## config.mk

```make
export PLATFORM = sky130hd
export DESIGN_NAME = uart_rx_dma_ctrl
export DESIGN_NICKNAME = d
export VERILOG_FILES = /design/src/rtl/uart_rx_dma_pkg.sv /design/src/rtl/rx_idle_timer.sv /design/src/rtl/rx_dma_fsm.sv /design/src/rtl/uart_rx_dma_ctrl.sv
export SDC_FILE = /design/constraint.sdc
export NUM_CORES = 1
export LEC_CHECK = 0
export BUFFER_PORTS_ARGS = -buffer_cell sky130_fd_sc_hd__buf_4
export CORE_MARGIN = 10
export CORE_UTILIZATION = 49
export DETAILED_ROUTE_END_ITERATION = 7
export GPL_TIMING_DRIVEN = 1
export HOLD_SLACK_MARGIN = 0.1
export PLACE_DENSITY = 0.76
export SYNTH_ARGS = -nofsm -noshare
export SYNTH_HDL_FRONTEND = slang
export SYNTH_SLANG_ARGS = --single-unit
```

## constraint.sdc

```tcl
create_clock -name clk -period 1.85 [get_ports clk]
set_input_delay 0.185 -clock clk [delete_from_list [all_inputs] [get_ports clk]]
set_output_delay 0.185 -clock clk [all_outputs]
set_load 0.01 [all_outputs]
```

## src/rtl/uart_rx_dma_pkg.sv

```systemverilog
package uart_rx_dma_pkg;

  // Handshake sequencer states
  typedef enum logic [1:0] {
    ST_IDLE   = 2'd0,
    ST_BURST  = 2'd1,
    ST_SINGLE = 2'd2,
    ST_SETTLE = 2'd3
  } rxdma_state_e;

endpackage

```

## src/rtl/rx_idle_timer.sv

```systemverilog
module rx_idle_timer #(
  parameter int TMO_W = 16
) (
  input  logic             clk,
  input  logic             rst,
  input  logic             enable,
  input  logic             char_stb,
  input  logic             clear,
  input  logic [TMO_W-1:0] thres,
  output logic             expire_o
);

  localparam logic [TMO_W-1:0] STEP = TMO_W'(1);

  logic             armed;
  logic [TMO_W-1:0] cnt;

  // Armed by a character, restarted by each further one, disarmed on expiry
  // or when a block completes.
  always_ff @(posedge clk) begin
    if (rst || !enable) begin
      armed    <= 1'b0;
      cnt      <= '0;
      expire_o <= 1'b0;
    end else begin
      expire_o <= 1'b0;
      if (char_stb) begin
        armed <= 1'b1;
        cnt   <= '0;
      end else if (clear) begin
        armed <= 1'b0;
        cnt   <= '0;
      end else if (armed) begin
        if (cnt == thres) begin
          expire_o <= 1'b1;
          armed    <= 1'b0;
        end else begin
          cnt <= cnt + STEP;
        end
      end
    end
  end

  // an expiry never directly follows a character strobe
  assert_expire_quiet_R7: assert property (@(posedge clk) disable iff (rst)
    expire_o |-> !$past(char_stb));

  // expiry is a single-cycle event per quiet period
  assert_expire_pulse_R7: assert property (@(posedge clk) disable iff (rst)
    expire_o |=> !expire_o);

endmodule

```

## src/rtl/rx_dma_fsm.sv

```systemverilog
module rx_dma_fsm
  import uart_rx_dma_pkg::*;
#(
  parameter int LVL_W = 5
) (
  input  logic             clk,
  input  logic             rst,
  input  logic             uart_fc,
  input  logic [LVL_W-1:0] burst_len,
  input  logic [LVL_W-1:0] fifo_level,
  input  logic             dma_ack,
  input  logic             tmo,
  input  logic             dummy_clr,
  output logic             burst_req,
  output logic             single_req,
  output logic             last,
  output logic             pop,
  output logic [LVL_W-1:0] pop_cnt,
  output logic             dummy_flag,
  output logic             blk_done
);

  localparam logic [LVL_W-1:0] ONE_ENTRY = LVL_W'(1);

  rxdma_state_e state;
  logic         flush;
  logic         is_dummy;
  logic         has_burst;
  logic         has_data;

  assign has_burst = (burst_len != '0) && (fifo_level >= burst_len);
  assign has_data  = (fifo_level != '0);

  always_ff @(posedge clk) begin
    if (rst) begin
      state      <= ST_IDLE;
      burst_req  <= 1'b0;
      single_req <= 1'b0;
      last       <= 1'b0;
      pop        <= 1'b0;
      pop_cnt    <= '0;
      dummy_flag <= 1'b0;
      blk_done   <= 1'b0;
      flush      <= 1'b0;
      is_dummy   <= 1'b0;
    end else begin
      pop      <= 1'b0;
      blk_done <= 1'b0;
      if (!uart_fc)  flush <= 1'b0;
      else if (tmo)  flush <= 1'b1;
      if (dummy_clr) dummy_flag <= 1'b0;

      case (state)
        ST_IDLE: begin
          if (has_burst) begin
            burst_req <= 1'b1;
            state     <= ST_BURST;
          end else if (has_data && (!uart_fc || flush)) begin
            single_req <= 1'b1;
            last       <= flush && (fifo_level == ONE_ENTRY);
            is_dummy   <= 1'b0;
            state      <= ST_SINGLE;
          end else if (uart_fc && flush) begin
            single_req <= 1'b1;
            last       <= 1'b1;
            is_dummy   <= 1'b1;
            dummy_flag <= 1'b1;
            state      <= ST_SINGLE;
          end
        end
        ST_BURST: begin
          if (dma_ack) begin
            burst_req <= 1'b0;
            pop       <= 1'b1;
            pop_cnt   <= burst_len;
            state     <= ST_SETTLE;
          end
        end
        ST_SINGLE: begin
          if (dma_ack) begin
            single_req <= 1'b0;
            last       <= 1'b0;
            pop        <= !is_dummy;
            pop_cnt    <= is_dummy ? '0 : ONE_ENTRY;
            state      <= ST_SETTLE;
            if (last) begin
              flush    <= 1'b0;
              blk_done <= 1'b1;
            end
          end
        end
        ST_SETTLE: state <= ST_IDLE;
        default:   state <= ST_IDLE;
      endcase
    end
  end

  // the two request lines are never high together
  assert_one_req_R4: assert property (@(posedge clk) disable iff (rst)
    !(burst_req && single_req));

  // a burst request waits for its acknowledge
  assert_burst_hold_R4: assert property (@(posedge clk) disable iff (rst)
    burst_req && !dma_ack |=> burst_req);

  // a single request waits for its acknowledge
  assert_single_hold_R4: assert property (@(posedge clk) disable iff (rst)
    single_req && !dma_ack |=> single_req);

  // a pop strobe only follows an acknowledge
  assert_pop_after_ack_R4: assert property (@(posedge clk) disable iff (rst)
    pop |-> $past(dma_ack));

  // a burst is raised only with a full burst in the FIFO
  assert_burst_level_R2: assert property (@(posedge clk) disable iff (rst)
    $rose(burst_req) |-> ($past(fifo_level) >= $past(burst_len)));

  // last is only driven with a single in UART flow-control mode
  assert_last_mode_R6: assert property (@(posedge clk) disable iff (rst)
    last |-> (single_req && uart_fc));

  // the dummy flag rises together with a last transfer
  assert_dummy_with_last_R9: assert property (@(posedge clk) disable iff (rst)
    $rose(dummy_flag) |-> last);

endmodule

```

## src/rtl/uart_rx_dma_ctrl.sv

```systemverilog
module uart_rx_dma_ctrl #(
  parameter int LVL_W = 5,
  parameter int TMO_W = 16
) (
  input  logic             clk,
  input  logic             rst,
  input  logic             cfg_uart_fc,
  input  logic [LVL_W-1:0] cfg_burst_len,
  input  logic [TMO_W-1:0] cfg_idle_thres,
  input  logic [LVL_W-1:0] fifo_level,
  input  logic             rx_char_stb,
  input  logic             dma_ack,
  input  logic             dummy_clr,
  output logic             dma_burst_req,
  output logic             dma_single_req,
  output logic             dma_last,
  output logic             fifo_pop,
  output logic [LVL_W-1:0] fifo_pop_cnt,
  output logic             dummy_flag
);

  logic tmo;
  logic blk_done;

  rx_idle_timer #(.TMO_W(TMO_W)) u_timer (
    .clk      (clk),
    .rst      (rst),
    .enable   (cfg_uart_fc),
    .char_stb (rx_char_stb),
    .clear    (blk_done),
    .thres    (cfg_idle_thres),
    .expire_o (tmo)
  );

  rx_dma_fsm #(.LVL_W(LVL_W)) u_fsm (
    .clk        (clk),
    .rst        (rst),
    .uart_fc    (cfg_uart_fc),
    .burst_len  (cfg_burst_len),
    .fifo_level (fifo_level),
    .dma_ack    (dma_ack),
    .tmo        (tmo),
    .dummy_clr  (dummy_clr),
    .burst_req  (dma_burst_req),
    .single_req (dma_single_req),
    .last       (dma_last),
    .pop        (fifo_pop),
    .pop_cnt    (fifo_pop_cnt),
    .dummy_flag (dummy_flag),
    .blk_done   (blk_done)
  );

endmodule

```

==> flow_summary_export.csv <==
group,metric,value,unit
outcome,outcome,"finished, final reports clean",
setup_path,r2r_cells,7,
place,hpwl,3746,um
grt,grt_pass1_vias,1725,
pwr,power_density,799.7,mW/mm^2
layout,fin_util,65.73,%
timing,rsz0062_at_grt,"false",
grt,gr-usage-all-layers,13.33,%
timing,tns,0,ns
timing,maxSlewViolCount,0,
synthesis,syn-num-nets,271,
pwr,intPower,0.001391,W
grt,grt_overflow,0,
setup_path,worst_ep_arrival_time,1.91,ns
pwr,clkPwrFrac,25.5,%
grt,grt_pass1_wl,7797,um
place,dpl_worst_slack,-0.1367,ns
synthesis,synth_ff_type,"dfxtp_1",
synthesis,seq_area_frac_synth,33.44,%
pwr,pwr-share-seq,40.0,%
die,core_area,0.003943,sq mm
synthesis,synth_area_leader_cell,"dfxtp_1",
die,start_util,50.11,%
clocking,clk_pin_slew,0.07,ns
routing,vias_per_cell,5.165,
flow_run,max_cap_violations,0,
synthesis,ys_types,45,
clocking,clock-sinks,33,
pwr,power.net_switching,0.0006813,W
die,die_area,0.006971,sq mm
timing,worst_pin_slew,0.3652,ns
layout,fin_nets,336,
synthesis,synthCells,229,
routing,wl_per_cell,13.72,um
die,fp.dieH,83.50,um
place,globalplace.congestion,0.8680,
synthesis,synth_most_common_cell,"nor2_1",
setup_path,worstSetupStartpoint,"u_timer.cnt[15]$_SDFFE_PP0N_",
setup_path,reg2reg_from,"u_timer.cnt[15]$_SDFFE_PP0N_",
setup_path,end_kind,"flip-flop",
setup_path,cp-endpoint,"u_timer.cnt[2]$_SDFFE_PP0N_",
layout,drive_gt1_share,30.17,%
place,port_buffers,41,
synthesis,ys_ff_latch,33,
synthesis,synth_top_cell_area_share,33.44,%
timing,hold_slack,0.1246,ns
clocking,clockBufferDepth,2,
layout,design_area,0.002591,sq mm
pwr,power_leakage,1.002,nW
routing,dr.pass1.iters,5,
timing,finalCritPeriodShare,93.18,%
synthesis,synthArstFlopShare,0,%
routing,drc,0,
synthesis,yosys_warnings,0,
die,dieWidth,83.50,um
synthesis,synth_common_cells,"nor2_1 (34), dfxtp_1 (33), xnor2_1 (26), inv_1 (16), nand2_1 (12)",
synthesis,synth-simple-area-share,27.17,%
clocking,numCtsBuffers,5,
setup_path,crit_fanout,8,
timing,setup_violations,0,
clocking,htreeDepth,2,
synthesis,synth_area_per_cell,8.627,sq um
place,placed_area,0.002481,sq mm
timing,min_period,1.724,ns
timing,setup_ws,0.1261,ns
timing,finalHoldViolations,0,
pwr,combPwrFrac,34.6,%
clocking,clk-insertion-delay-late,0.29,ns
synthesis,synth_top_family_by_area,"simple AND/OR/NAND/NOR gates",
hold_path,hold_class,"in2reg",
synthesis,syn_area,0.001976,sq mm
layout,n_antenna_cell,0,
grt,grt_max_degree,17,
synthesis,synthMuxAreaShare,1.520,%
setup_path,criticalPathCategory,"reg2reg",
setup_path,worst-endpoint-required,2.04,ns
setup_path,reg2reg_to,"u_timer.cnt[2]$_SDFFE_PP0N_",
synthesis,synth-edff-count,0,
routing,vias,1782,
routing,ant_nets,0,
routing,routed_wl,4733,um
synthesis,synth_xor_area_share,14.44,%
routing,drtIter0Drc,81,
pwr,peakVddDrop,0.0006026,V
setup_path,rrSetupSlack,0.13,ns
setup_path,cp-start-kind,"flip-flop",
grt,antenna_found_initial,0,
synthesis,synth_compound_area_share,12.16,%
clocking,cts_tree,"done",
pwr,switching_share,32.88,%
synthesis,synthAdderAreaFrac,6.333,%
clocking,clock-root-buffer,"clkbuf_8",
die,row_count,23,
timing,clock.fmax,580.1,MHz
timing,slew_headroom,75.31,%
timing,fin_skew,0.01042,ns
die,io_pins,42,
synthesis,synth_area_leaders,"dfxtp_1 (33%), xnor2_1 (12%), nor2_1 (6.5%)",
layout,syn2layout_area_growth,31.16,%
final cells by class:
cell class	instances	area [sq um]
flip-flops and latches	33	661.9
clock buffers	6	72.57
multi-input cells	174	1240
repair buffers	64	484.2
inverters	16	60.06
fillers	332	1351
well taps	50	62.56
clock inverters	2	10.01
per-layer routing:
| layer | share of wire [%] | routed length (um) | GRT usage (%) |
|---|---|---|---|
| met2 | 47 | 2208 | 21.35 |
| met5 | 0 | 0 | 0 |
| met1 | 47 | 2246 | 16.33 |
| met3 | 4.6 | 219 | 3.516 |
| met4 | 1.2 | 58 | 5.784 |
flip-flops by register name, indices dropped and copies added (netlist names):
| register | flops |
|---|---|
| u_fsm.blk_done | 1 |
| u_fsm.state | 2 |
| u_fsm.dummy_flag | 1 |
| u_fsm.burst_req | 1 |
| u_fsm.pop | 1 |
| u_timer.armed | 1 |
| u_fsm.is_dummy | 1 |
| u_fsm.pop_cnt | 5 |
| u_fsm.flush | 1 |
| u_timer.expire_o | 1 |
| u_fsm.single_req | 1 |
| u_fsm.last | 1 |
| u_timer.cnt | 16 |
how the worst min path moves through the flow:
stage | depth (start not counted) | to | slack [ns] | startpoint
2_1_floorplan | 1 | u_fsm.pop_cnt[0]$_SDFFE_PP0P_ | 0.30 | dma_ack
3_3_place_gp | 3 | u_timer.armed$_SDFF_PP0_ | 0.41 | rx_char_stb
3_5_place_dp | 3 | u_timer.armed$_SDFF_PP0_ | 0.42 | rx_char_stb
4_1_cts | 3 | u_timer.armed$_SDFF_PP0_ | 0.12 | rx_char_stb
5_1_grt | 3 | u_timer.armed$_SDFF_PP0_ | 0.12 | rx_char_stb
6_report | 3 | u_timer.armed$_SDFF_PP0_ | 0.12 | rx_char_stb
critical path, cell delays in order (launching register included):
cell	delay, ns
dfxtp_1	0.33
xnor2_1	0.19
nand4_2	0.18
o41ai_4	0.41
buf_4	0.23
nor2_1	0.07
xnor2_1	0.16
nor2_1	0.05
kinds of logic after synthesis:
| logic type | count (synthesis) |
|---|---|
| adder cells (fa/ha/maj) | 10 |
| buffers and inverters | 22 |
| AO/OA/AOI/OAI | 34 |
| flip-flops | 33 |
| XOR/XNOR | 30 |
| multiplexers | 3 |
| AND/OR/NAND/NOR | 97 |
cell usage in the layout (no fill, tap or decap), types with 5 or more instances in the layout:
| master | netlist | routed |
|---|---|---|
| nor4_1 | 6 | 5 |
| o21ai_0 | 9 | 9 |
| ha_1 | 10 | 10 |
| nor2_1 | 34 | 34 |
| clkbuf_8 | 0 | 5 |
| nand2_1 | 12 | 12 |
| buf_4 | 0 | 63 |
| inv_1 | 16 | 16 |
| xnor2_1 | 26 | 26 |
| nand3_1 | 6 | 6 |
| dfxtp_1 | 33 | 32 |
| a21oi_1 | 7 | 6 |
through the flow:
step	std cells	power, W
floorplan	229	0.001248
global placement	337	0.001518
detailed placement	337	0.001539
CTS	345	0.002066
global route	345	0.002191
finish	345	0.002072
repair_timing:
action,4_1_cts,5_1_grt
buffers inserted,0,0
hold buffers,0,0
endpoints found under the setup margin,0,13
gates resized for setup,0,5
power groups by stage:
| stage | clock, W | combinational [W] | sequential, W |
|---|---|---|---|
| after floorplan | 0 | 0.000395 | 0.000853 |
| after global placement | 0 | 0.000677 | 0.000841 |
| after detailed placement | 0 | 0.000695 | 0.000844 |
| after CTS | 0.000539 | 0.000700 | 0.000827 |
| after global routing | 0.000568 | 0.000788 | 0.000836 |
| final | 0.000528 | 0.000716 | 0.000828 |
Note: power is estimated with default switching activity, not from simulation.
